<file path="src/rtl/fpd_pkg.sv">
package fpd_pkg;

    typedef enum logic [2:0] {
        ST_IDLE,
        ST_DATA_SEL,
        ST_SPARE_SEL,
        ST_ISSUE,
        ST_XFER,
        ST_FINISH
    } fpd_state_e;

    // register word offsets
    localparam logic [2:0] RA_CTRL  = 3'd0;
    localparam logic [2:0] RA_DBASE = 3'd1;
    localparam logic [2:0] RA_SBASE = 3'd2;
    localparam logic [2:0] RA_LEN   = 3'd3;
    localparam logic [2:0] RA_IEN   = 3'd4;
    localparam logic [2:0] RA_ISTAT = 3'd5;
    localparam logic [2:0] RA_ICLR  = 3'd6;

    // interrupt bit positions
    localparam int IB_CORR   = 5;
    localparam int IB_UNCORR = 6;
    localparam int IB_DONE   = 9;

    localparam int LEN_LO = 16;
    localparam int LEN_W  = 12;

    typedef struct packed {
        logic [1:0] cs;
        logic       addr4;
        logic [2:0] burst_ok;   // [0]=4, [1]=8, [2]=16 beats
        logic       spare_en;
        logic       data_en;
        logic       to_flash;
    } fpd_cfg_t;

endpackage

</file>
<file path="src/rtl/fpd_regs.sv">
module fpd_regs
    import fpd_pkg::*;
#(
    parameter int ADDR_W = 32
) (
    input  logic              clk,
    input  logic              rst_n,
    input  logic              reg_we,
    input  logic [2:0]        reg_addr,
    input  logic [31:0]       reg_wdata,
    output logic [31:0]       reg_rdata,
    input  logic              busy,
    input  logic              done_evt,
    input  logic              corr_evt,
    input  logic              uncorr_evt,
    output logic              start_pulse,
    output fpd_cfg_t          cfg,
    output logic [ADDR_W-1:0] data_base,
    output logic [ADDR_W-1:0] spare_base,
    output logic [LEN_W-1:0]  spare_len,
    output logic              irq
);

    logic [9:1] ctrl_q;
    logic [2:0] stat_q;   // {done, uncorr, corr}
    logic [2:0] ien_q;
    logic [2:0] set_v;
    logic [2:0] clr_v;
    logic       ctrl_wr;

    assign ctrl_wr     = reg_we && (reg_addr == RA_CTRL);
    assign start_pulse = ctrl_wr && reg_wdata[0] && !busy;
    assign set_v       = {done_evt, uncorr_evt, corr_evt};
    assign clr_v       = (reg_we && reg_addr == RA_ICLR) ?
                         {reg_wdata[IB_DONE], reg_wdata[IB_UNCORR], reg_wdata[IB_CORR]} : 3'b000;

    always_ff @(posedge clk) begin
        if (!rst_n) begin
            ctrl_q     <= '0;
            stat_q     <= '0;
            ien_q      <= '0;
            data_base  <= '0;
            spare_base <= '0;
            spare_len  <= '0;
        end else begin
            if (ctrl_wr && !busy) ctrl_q <= reg_wdata[9:1];
            if (reg_we && reg_addr == RA_DBASE) data_base  <= reg_wdata[ADDR_W-1:0];
            if (reg_we && reg_addr == RA_SBASE) spare_base <= reg_wdata[ADDR_W-1:0];
            if (reg_we && reg_addr == RA_LEN)   spare_len  <= reg_wdata[LEN_LO +: LEN_W];
            if (reg_we && reg_addr == RA_IEN)
                ien_q <= {reg_wdata[IB_DONE], reg_wdata[IB_UNCORR], reg_wdata[IB_CORR]};
            stat_q <= (stat_q & ~clr_v) | set_v;
        end
    end

    assign cfg.to_flash = ctrl_q[1];
    assign cfg.data_en  = ctrl_q[2];
    assign cfg.spare_en = ctrl_q[3];
    assign cfg.burst_ok = ctrl_q[6:4];
    assign cfg.addr4    = ctrl_q[7];
    assign cfg.cs       = ctrl_q[9:8];

    assign irq = |(stat_q & ien_q);

    function automatic logic [31:0] place_irq(input logic [2:0] v);
        logic [31:0] r;
        r = '0;
        r[IB_CORR]   = v[0];
        r[IB_UNCORR] = v[1];
        r[IB_DONE]   = v[2];
        return r;
    endfunction

    always_comb begin
        unique case (reg_addr)
            RA_CTRL:  reg_rdata = {22'b0, ctrl_q, busy};
            RA_DBASE: reg_rdata = 32'(data_base);
            RA_SBASE: reg_rdata = 32'(spare_base);
            RA_LEN:   reg_rdata = 32'(spare_len) << LEN_LO;
            RA_IEN:   reg_rdata = place_irq(ien_q);
            RA_ISTAT: reg_rdata = place_irq(stat_q);
            default:  reg_rdata = '0;
        endcase
    end


    ctrl_busy_hold_chk: assert property (@(posedge clk) disable iff (!rst_n)
        (ctrl_wr && busy) |=> $stable(ctrl_q));


    corr_set_wins_chk: assert property (@(posedge clk) disable iff (!rst_n)
        corr_evt |=> stat_q[0]);


    done_at_idle_chk: assert property (@(posedge clk) disable iff (!rst_n)
        $fell(busy) |-> stat_q[2]);

endmodule

</file>
<file path="src/rtl/fpd_burst_pick.sv">
module fpd_burst_pick #(
    parameter int CNT_W = 10
) (
    input  logic [CNT_W-1:0] rem,
    input  logic [2:0]       burst_ok,
    output logic [4:0]       beats
);

    always_comb begin
        if (burst_ok[2] && rem >= CNT_W'(16))      beats = 5'd16;
        else if (burst_ok[1] && rem >= CNT_W'(8))  beats = 5'd8;
        else if (burst_ok[0] && rem >= CNT_W'(4))  beats = 5'd4;
        else                                       beats = 5'd1;
    end

endmodule

</file>
<file path="src/rtl/fpd_engine.sv">
module fpd_engine
    import fpd_pkg::*;
#(
    parameter int ADDR_W      = 32,
    parameter int BEAT_BYTES  = 4,
    parameter int DATA_BEATS  = 512,
    parameter int SPARE_BEATS = 32,
    parameter int BUF_AW      = 10,
    parameter int CNT_W       = 10
) (
    input  logic              clk,
    input  logic              rst_n,
    input  logic              start_pulse,
    input  logic              to_flash,
    input  logic              data_en,
    input  logic              spare_en,
    input  logic [2:0]        burst_ok,
    input  logic [ADDR_W-1:0] data_base,
    input  logic [ADDR_W-1:0] spare_base,
    input  logic [LEN_W-1:0]  spare_len,
    output logic              busy,
    output logic              done_evt,
    output logic              mem_req,
    output logic              mem_write,
    output logic [ADDR_W-1:0] mem_addr,
    output logic [4:0]        mem_beats,
    input  logic              mem_ack,
    output logic [BUF_AW-1:0] buf_addr,
    output logic              buf_we
);

    localparam int BEAT_SHIFT = $clog2(BEAT_BYTES);

    fpd_state_e        state_q, state_d;
    logic              region_q;   // 0 data, 1 spare
    logic [CNT_W-1:0]  rem_q;
    logic [4:0]        left_q;
    logic [4:0]        burst_q;
    logic [4:0]        pick;
    logic [ADDR_W-1:0] maddr_q;
    logic [BUF_AW-1:0] baddr_q;
    logic [LEN_W-1:0]  len_beats;
    logic [CNT_W-1:0]  spare_beats;
    logic              spare_go;
    logic              last_beat;

    assign len_beats   = spare_len >> BEAT_SHIFT;
    assign spare_beats = (len_beats > LEN_W'(SPARE_BEATS)) ? CNT_W'(SPARE_BEATS) : CNT_W'(len_beats);
    assign spare_go    = spare_en && (spare_beats != '0);
    assign last_beat   = mem_ack && (left_q == 5'd1);

    fpd_burst_pick #(.CNT_W(CNT_W)) u_pick (
        .rem      (rem_q),
        .burst_ok (burst_ok),
        .beats    (pick)
    );

    // state register
    always_ff @(posedge clk) begin
        if (!rst_n) state_q <= ST_IDLE;
        else        state_q <= state_d;
    end

    // next state
    always_comb begin
        state_d = state_q;
        unique case (state_q)
            ST_IDLE:      if (start_pulse) state_d = ST_DATA_SEL;
            ST_DATA_SEL:  state_d = data_en ? ST_ISSUE : ST_SPARE_SEL;
            ST_SPARE_SEL: state_d = spare_go ? ST_ISSUE : ST_FINISH;
            ST_ISSUE:     state_d = ST_XFER;
            ST_XFER: begin
                if (last_beat) begin
                    if (rem_q == CNT_W'(1)) state_d = region_q ? ST_FINISH : ST_SPARE_SEL;
                    else                    state_d = ST_ISSUE;
                end
            end
            ST_FINISH:    state_d = ST_IDLE;
            default:      state_d = ST_IDLE;
        endcase
    end

    // outputs
    always_comb begin
        busy      = (state_q != ST_IDLE);
        done_evt  = (state_q == ST_FINISH);
        mem_req   = (state_q == ST_XFER);
        mem_write = !to_flash;
        mem_addr  = maddr_q;
        mem_beats = burst_q;
        buf_addr  = baddr_q;
        buf_we    = (state_q == ST_XFER) && mem_ack && to_flash;
    end

    // address generator
    always_ff @(posedge clk) begin
        if (!rst_n) begin
            region_q <= 1'b0;
            rem_q    <= '0;
            left_q   <= '0;
            burst_q  <= '0;
            maddr_q  <= '0;
            baddr_q  <= '0;
        end else begin
            unique case (state_q)
                ST_DATA_SEL: if (data_en) begin
                    region_q <= 1'b0;
                    rem_q    <= CNT_W'(DATA_BEATS);
                    maddr_q  <= data_base;
                    baddr_q  <= '0;
                end
                ST_SPARE_SEL: if (spare_go) begin
                    region_q <= 1'b1;
                    rem_q    <= spare_beats;
                    maddr_q  <= spare_base;
                    baddr_q  <= BUF_AW'(DATA_BEATS);
                end
                ST_ISSUE: begin
                    burst_q <= pick;
                    left_q  <= pick;
                end
                ST_XFER: if (mem_ack) begin
                    rem_q   <= rem_q - CNT_W'(1);
                    left_q  <= left_q - 5'd1;
                    baddr_q <= baddr_q + BUF_AW'(1);
                    if (left_q == 5'd1)
                        maddr_q <= maddr_q + (ADDR_W'(burst_q) << BEAT_SHIFT);
                end
                default: ;
            endcase
        end
    end


    req_hold_chk: assert property (@(posedge clk) disable iff (!rst_n)
        (mem_req && !mem_ack) |=> (mem_req && $stable(mem_addr) && $stable(mem_beats)));


    burst_legal_chk: assert property (@(posedge clk) disable iff (!rst_n)
        mem_req |-> (mem_beats == 5'd1 || (mem_beats == 5'd4 && burst_ok[0]) ||
                     (mem_beats == 5'd8 && burst_ok[1]) || (mem_beats == 5'd16 && burst_ok[2])));


    burst_fit_chk: assert property (@(posedge clk) disable iff (!rst_n)
        (state_q == ST_XFER) |-> (CNT_W'(left_q) <= rem_q));


    region_order_chk: assert property (@(posedge clk) disable iff (!rst_n)
        (state_q == ST_XFER && region_q) |=> !(state_q == ST_XFER && !region_q));

endmodule

</file>
<file path="src/rtl/flash_page_dma.sv">
module flash_page_dma
    import fpd_pkg::*;
#(
    parameter int ADDR_W      = 32,
    parameter int BEAT_BYTES  = 4,
    parameter int DATA_BYTES  = 2048,
    parameter int SPARE_BYTES = 128
) (
    input  logic                          clk,
    input  logic                          rst_n,
    input  logic                          reg_we,
    input  logic [2:0]                    reg_addr,
    input  logic [31:0]                   reg_wdata,
    output logic [31:0]                   reg_rdata,
    input  logic                          ecc_corr,
    input  logic                          ecc_uncorr,
    output logic                          irq,
    output logic [1:0]                    flash_cs,
    output logic                          flash_addr4,
    output logic                          mem_req,
    output logic                          mem_write,
    output logic [ADDR_W-1:0]             mem_addr,
    output logic [4:0]                    mem_beats,
    input  logic                          mem_ack,
    output logic [8*BEAT_BYTES-1:0]       mem_wdata,
    input  logic [8*BEAT_BYTES-1:0]       mem_rdata,
    output logic [$clog2((DATA_BYTES+SPARE_BYTES)/BEAT_BYTES)-1:0] buf_addr,
    output logic                          buf_we,
    output logic [8*BEAT_BYTES-1:0]       buf_wdata,
    input  logic [8*BEAT_BYTES-1:0]       buf_rdata
);

    localparam int DATA_BEATS  = DATA_BYTES / BEAT_BYTES;
    localparam int SPARE_BEATS = SPARE_BYTES / BEAT_BYTES;
    localparam int BUF_AW      = $clog2(DATA_BEATS + SPARE_BEATS);
    localparam int CNT_W       = $clog2(DATA_BEATS + 1);

    fpd_cfg_t          cfg;
    logic              start_pulse;
    logic              busy;
    logic              done_evt;
    logic [ADDR_W-1:0] data_base;
    logic [ADDR_W-1:0] spare_base;
    logic [LEN_W-1:0]  spare_len;

    fpd_regs #(.ADDR_W(ADDR_W)) u_regs (
        .clk         (clk),
        .rst_n       (rst_n),
        .reg_we      (reg_we),
        .reg_addr    (reg_addr),
        .reg_wdata   (reg_wdata),
        .reg_rdata   (reg_rdata),
        .busy        (busy),
        .done_evt    (done_evt),
        .corr_evt    (ecc_corr),
        .uncorr_evt  (ecc_uncorr),
        .start_pulse (start_pulse),
        .cfg         (cfg),
        .data_base   (data_base),
        .spare_base  (spare_base),
        .spare_len   (spare_len),
        .irq         (irq)
    );

    fpd_engine #(
        .ADDR_W      (ADDR_W),
        .BEAT_BYTES  (BEAT_BYTES),
        .DATA_BEATS  (DATA_BEATS),
        .SPARE_BEATS (SPARE_BEATS),
        .BUF_AW      (BUF_AW),
        .CNT_W       (CNT_W)
    ) u_engine (
        .clk         (clk),
        .rst_n       (rst_n),
        .start_pulse (start_pulse),
        .to_flash    (cfg.to_flash),
        .data_en     (cfg.data_en),
        .spare_en    (cfg.spare_en),
        .burst_ok    (cfg.burst_ok),
        .data_base   (data_base),
        .spare_base  (spare_base),
        .spare_len   (spare_len),
        .busy        (busy),
        .done_evt    (done_evt),
        .mem_req     (mem_req),
        .mem_write   (mem_write),
        .mem_addr    (mem_addr),
        .mem_beats   (mem_beats),
        .mem_ack     (mem_ack),
        .buf_addr    (buf_addr),
        .buf_we      (buf_we)
    );

    assign flash_cs    = cfg.cs;
    assign flash_addr4 = cfg.addr4;
    assign mem_wdata   = buf_rdata;
    assign buf_wdata   = mem_rdata;

endmodule

</file>
<file path="config.mk">
export PLATFORM = sky130hd
export DESIGN_NAME = flash_page_dma
export DESIGN_NICKNAME = d
export VERILOG_FILES = /design/src/rtl/fpd_pkg.sv /design/src/rtl/fpd_regs.sv /design/src/rtl/fpd_burst_pick.sv /design/src/rtl/fpd_engine.sv /design/src/rtl/flash_page_dma.sv
export SDC_FILE = /design/constraint.sdc
export NUM_CORES = 1
export LEC_CHECK = 0
export ABC_AREA = 1
export BUFFER_PORTS_ARGS = -buffer_cell sky130_fd_sc_hd__buf_2
export CORE_ASPECT_RATIO = 1.1
export CORE_MARGIN = 2
export CORE_UTILIZATION = 48
export CTS_BUF_LIST = sky130_fd_sc_hd__clkbuf_4 sky130_fd_sc_hd__clkbuf_8 sky130_fd_sc_hd__clkbuf_16
export DETAILED_ROUTE_END_ITERATION = 12
export PLACE_DENSITY_LB_ADDON = 0.12
export SYNTH_ARGS = -nofsm -noshare
export SYNTH_HDL_FRONTEND = slang
export SYNTH_SLANG_ARGS = --single-unit
export TNS_END_PERCENT = 10
</file>
<file path="constraint.sdc">
create_clock -name clk -period 1.8 [get_ports clk]
set_input_delay 0.18 -clock clk [delete_from_list [all_inputs] [get_ports clk]]
set_output_delay 0.18 -clock clk [all_outputs]
set_load 0.1 [all_outputs]
</file>
# After elaboration in Yosys (flattened, before gate mapping)
# Cells that the tools add are included.
# W data, S select, Z words.
totals:
  regBits: 157
  output_inout_bits: 150
  input_bits: 105
  word_cells: 106
op_classes:
  add_sub_neg: 4
  n_reduce_logical: 31
  muxes: 31
  n_lt_le_gt_ge: 4
  n_eq_ne: 19
  n_bitwise: 4
op_table:
  columns: ["op", "count"]
  rows:
  - ["$pmux W32 S6", 1]
  - ["$mux W32", 4]
  - ["$pmux W32 S3", 1]
  - ["$mux W10", 7]
  - ["$pmux W10 S3", 2]
  - ["$add A32 B7 Y32", 1]
  - ["$mux W3", 7]
  - ["$logic_and A1 B1 Y1", 16]
  - ["$eq A3 B3 Y1 const B", 5]
  - ["$pmux W3 S5", 1]
  - ["$eq A3 B2 Y1 const B", 4]
  - ["$add A10 B1 Y10 const B", 1]
  - ["$eq A10 B1 Y1 const B", 1]
  - ["$ge A10 B3 Y1 const B", 1]
  - ["$ge A10 B4 Y1 const B", 1]
  - ["$ge A10 B5 Y1 const B", 1]
  - ["$gt A10 B6 Y1 const B", 1]
  - ["$mux W5", 2]
  - ["$pmux W5 S2", 1]
  - ["$reduce_bool A10 Y1", 1]
  - ["$sub A10 B1 Y10 const B", 1]
  - ["$ne A2 B1 Y1 const B", 4]
  - ["$and A3 B3 Y3", 2]
  - ["$eq A3 B1 Y1 const B", 2]
  - ["other kinds (17)", 25]

# Longest topological paths before layout
depth:
  depth_word: 6
  ltp_mapped: 14

# Hierarchy
# Synthesis repeated with hierarchy kept, for this count alone.
hier_totals:
  hier_cells: 1634
  area_unflattened_um2: 9962.1
by_module_without_submodules:
  columns: ["module", "cells_each", "area_each_um2", "n_inst"]
  rows:
  - ["fpd_engine", 853, 5006.1, 1]
  - ["fpd_regs", 697, 4388.0, 1]
  - ["flash_page_dma", 64, 480.5, 1]
  - ["fpd_burst_pick", 20, 87.6, 1]

# Worst setup path before layout
# Ideal clock, no wire load.
synth_path:
  kind: "input -> output"
  from: "in reg_addr[2]"
  to: "out reg_rdata[27]"
  arrival_time_ns: 2.374
  slack_ns: -0.754
  path_buffers: 2
  stages: 5
  path_cell_list: "buf_2 inv_1 nand2_1 clkbuf_1 o221ai_1"
synth_between:
  elab_chain_len: 2
  elab_cells_between_ends: 7
  cone_classes: "eq/ne (5); mux (1); reduce/logical (1)"
synth_lines:
  columns: ["element", "line", "rtl"]
  rows:
  - ["from (decl)", "flash_page_dma.sv:12", "input logic [2:0] reg_addr,"]
  - ["$eq A3 B3 Y1 (tied with other cells)", "fpd_regs.sv:75", "unique case (reg_addr)"]
  - ["$pmux W32 S6 (*)", "fpd_regs.sv:75", null]
  - ["to (decl)", "flash_page_dma.sv:14", "output logic [31:0] reg_rdata,"]
# Mark *: on every way between the ends. The rest lies on a longest branch, timed or not.

# Worst setup path in the final report
layout_path:
  from: "reg u_engine.state_q[0]"
  to: "out reg_rdata[0]"
layout_between:
  elab_chain_len: 2
layout_lines:
  columns: ["element", "line", "rtl"]
  rows:
  - ["from (decl)", "fpd_engine.sv:34", "fpd_state_e state_q, state_d;"]
  - ["from (signal assigned)", "fpd_engine.sv:61", "else state_q <= state_d;"]
  - ["$reduce_bool A3 Y1", "fpd_engine.sv:85", "busy = (state_q != ST_IDLE);"]
  - ["$pmux W32 S6", "fpd_regs.sv:75", null]
# No other way between the ends.

==> metrics.json <==
{
  "hold-worst-slack": {"value": 0.0173, "unit": "ns"},
  "fin_nets": {"value": 1568},
  "most_used_cells_in_the_layout_excluding_fill_and_tap_cells": {"value": "242 x nand2_1, 157 x nor2_1, 150 x inv_1"},
  "total_placed_instance_area": {"value": 10400, "unit": "µm²"},
  "finalSetupTns": {"value": -0.0536, "unit": "ns"},
  "yosysSeqAreaShare": {"value": 35.1, "unit": "%"},
  "crit_path_end_kind": {"value": "output pin"},
  "max-cap-violations": {"value": 0},
  "drt_wl_total": {"value": 28800, "unit": "µm"},
  "synth_area_leaders": {"value": "dfxtp_1 35%, nand2_1 11%, nor2_1 7.2%"},
  "power.net_switching": {"value": 2120, "unit": "µW"},
  "worst_pin_slew": {"value": 0.910, "unit": "ns"},
  "clock_tree_from_tritoncts": {"value": "done"},
  "synth-xor-area-share": {"value": 0.689, "unit": "%"},
  "rows": {"value": 52},
  "n_fill_cell": {"value": 1672},
  "post-route-cell-area": {"value": 11500, "unit": "µm²"},
  "floorplan.die_area": {"value": 19600, "unit": "µm²"},
  "violations": {"value": "negative setup slack"},
  "gpl.final_weighted_congestion": {"value": 0.925},
  "synth.net_count": {"value": 1465},
  "power.share.sequential": {"value": 44.1, "unit": "%"},
  "cts.htree.levels": {"value": 4},
  "antenna-diode-count": {"value": 0},
  "p_comb_share": {"value": 9.5, "unit": "%"},
  "detail_route.first_pass.iterations": {"value": 5},
  "worst_ep_required": {"value": 1.62, "unit": "ns"},
  "pwr-share-clk": {"value": 46.4, "unit": "%"},
  "floorplan.initialDensity": {"value": 48.6, "unit": "%"},
  "mostFrequentLayoutCell": {"value": "nand2_1"},
  "skew": {"value": 0.00716, "unit": "ns"},
  "wire_per_inst": {"value": 16.9, "unit": "µm"},
  "maximum_number_of_pins_on_one_net_before_global_route_repair": {"value": 55},
  "count_of_synthesis_stage_warnings_from_yosys": {"value": 0},
  "setup.reg_to_reg.worst_slack": {"value": 0, "unit": "ns"},
  "die_width": {"value": 134, "unit": "µm"},
  "maxSlewViolCount": {"value": 0},
  "max-slew-margin-rel": {"value": 39.3, "unit": "%"},
  "max_freq": {"value": 0.539, "unit": "GHz"},
  "cts_sinks": {"value": 156},
  "synth_edf_count": {"value": 0},
  "combinational_family_with_the_most_area_after_synthesis": {"value": "simple AND/OR/NAND/NOR gates"},
  "peakVddDrop": {"value": 0.679, "unit": "mV"},
  "status": {"value": "complete, but fails checks"},
  "layout_worst_path_cycle_share": {"value": 103, "unit": "%"},
  "dp_hpwl": {"value": 20500, "unit": "µm"},
  "grt.total_usage": {"value": 28.5, "unit": "%"},
  "start_kind": {"value": "register"},
  "worst_slack": {"value": -0.0536, "unit": "ns"},
  "remaining_global_route_overflow": {"value": 0},
  "synth_top_flop_cell": {"value": "dfxtp_1"},
  "clkLatencyLatePin": {"value": 0.44, "unit": "ns"},
  "post_synth_fa_ha_maj_area_fraction": {"value": 1.55, "unit": "%"},
  "number_of_design_rule_violations_left_by_the_first_detailed_router_iteration": {"value": 863},
  "final_period_minus_worst_setup_slack": {"value": 1.85, "unit": "ns"},
  "yosys-mux-area-fraction": {"value": 0, "unit": "%"},
  "first_global_vias": {"value": 8321},
  "synth_cell_type_count": {"value": 41},
  "ant_nets_after_route": {"value": 0},
  "finalHoldViolations": {"value": 0},
  "arrival_time_at_the_worst_endpoint": {"value": 1.67, "unit": "ns"},
  "post-route-drc-count": {"value": 0},
  "post-synth-top-area-fraction": {"value": 35.1, "unit": "%"},
  "floorplan.core_area": {"value": 18300, "unit": "µm²"},
  "die_height": {"value": 147, "unit": "µm"},
  "synth_compound_area_share": {"value": 19.5, "unit": "%"},
  "synth.ff_latch_count": {"value": 156},
  "p_int": {"value": 5980, "unit": "µW"},
  "ioPinCount": {"value": 255},
  "synth-simple-area-share": {"value": 27.6, "unit": "%"},
  "leakage": {"value": 0.00499, "unit": "µW"},
  "p_sw_share": {"value": 26.1, "unit": "%"},
  "crit_path_max_fanout": {"value": 4},
  "viasPerCell": {"value": 5.40},
  "grt_antenna_before_repair": {"value": 0},
  "netlist_area": {"value": 8890, "unit": "µm²"},
  "area_growth": {"value": 29.3, "unit": "%"},
  "cells_after_synthesis": {"value": 1349},
  "timing.setup.critical_path_class": {"value": "register to output pin"},
  "post_route_cells_drive_above_1_share": {"value": 23.2, "unit": "%"},
  "via_count": {"value": 9225},
  "grt_setup_unrepaired": {"value": "yes"},
  "syn-mean-instance-area": {"value": 6.59, "unit": "µm²"},
  "synth-async-reset-ratio": {"value": 0, "unit": "%"},
  "placement.io_buffers": {"value": 125},
  "grt_pass1_wl": {"value": 44000, "unit": "µm"},
  "cts-root-to-sink-buffers": {"value": 2},
  "cellPowerDensity": {"value": 704, "unit": "nW/µm²"},
  "worst_hold_path_type": {"value": "input pin to register"},
  "clock_tree.root_cell": {"value": "clkbuf_16"},
  "synth.largest_area_cell": {"value": "dfxtp_1"},
  "cts-buffers-inserted": {"value": 17},
  "final-setup-viol-count": {"value": 1},
  "clk_transition_reported_paths": {"value": 0.06, "unit": "ns"}
}
-- final timing paths --
path,cells after the start,from,endpoint
max reg2reg,11,u_engine.state_q[0],u_engine.mem_addr[26]
min,3,reg_wdata[13],u_regs.spare_base[13]
min reg2reg,2,u_regs.spare_len[1],u_regs.spare_len[1]
max,7,u_engine.state_q[0],reg_rdata[0]
-- kinds of logic (layout without fill, tap and decap cells) --
kind of cell / Yosys count / count (layout)
and+or+nand+nor: 572 / 574
AOI/OAI and AO/OA: 314 / 314
buffers and inverters: 288 / 401
DFF: 156 / 156
adders and majority gates: 11 / 11
xor gates and xnor gates: 7 / 7
other: 1 / 1
-- Yosys cell counts (8+ instances only) --
master	n
nor3_1	8
buf_4	69
o221ai_1	22
a21oi_1	114
ha_1	11
nand2_1	255
buf_2	9
o22ai_1	30
nand3_1	102
inv_1	154
o21ai_1	22
o21ai_0	111
dfxtp_1	156
clkbuf_1	42
nor2_1	171
-- cell type report --
class / count / area, µm² / area share (%)
Multi-Input combinational cell: 907 / 4840 / 42.1
Sequential cell: 156 / 3140 / 27.3
Clock buffer: 18 / 439 / 3.82
Tap cell: 243 / 304 / 2.64
Inverter: 161 / 627 / 5.45
Timing Repair Buffer: 209 / 1980 / 17.2
Clock inverter: 13 / 168 / 1.46
-- power by group through the flow --
stage	logic [µW]	clock network, µW	registers (µW)
global placement	739	0	3650
global route	831	3930	3580
CTS	756	3790	3570
detailed placement	745	0	3650
finish	773	3760	3570
floorplan	1120	0	3660
-- sequential cells by signal, summed over array words and instances (netlist names) --
| signal | cells |
|---|---|
| u_regs.spare_len | 12 |
| u_engine.left_q | 5 |
| u_engine.mem_addr | 32 |
| u_regs.cfg | 9 |
| u_regs.stat_q | 3 |
| u_regs.ien_q | 3 |
| u_engine.rem_q | 10 |
| u_regs.spare_base | 32 |
| u_engine.buf_addr | 10 |
| u_engine.region_q | 1 |
| u_regs.data_base | 32 |
| u_engine.mem_beats | 4 |
| u_engine.state_q | 3 |
-- timing repair --
| action | 4_1_cts | 5_1_grt |
|---|---|---|
| gates cloned | 0 | 7 |
| buffers inserted | 1 | 10 |
| hold endpoints to repair | 4 | 0 |
| endpoints found under the setup margin | 31 | 56 |
| hold buffers | 3 | 0 |
| gates resized for setup | 15 | 66 |
| pin swaps | 1 | 19 |
-- metal layers --
layer / vias to the layer above / global-route usage [%] / wire (µm)
met2: 335 / 47.7 / 14200
met5: - / 0 / 0
li1: 4572 / - / -
met3: 67 / 4.31 / 1820
met1: 4251 / 36.3 / 11800
met4: 0 / 12.7 / 1010
-- stage by stage --
step	util (%)	instances	power (µW)	setup slack, ns
after global placement	56.6	1655	4380	-0.141
final	62.9	1707	8100	-0.0536
after CTS	60.4	1690	8110	-0.0165
after detailed placement	56.6	1655	4390	-0.0966
after global routing	62.9	1707	8330	-0.105
after floorplan	-	1349	4780	-0.492
-- critical path, stage by stage (launching register included) --
cell,delay [ns]
dfxtp_2,0.34
buf_6,0.13
nor2_4,0.13
buf_6,0.12
inv_4,0.03
o21ai_2,0.14
o221ai_2,0.15
buf_12,0.20
No activity file was read; power rests on OpenSTA's default activity.
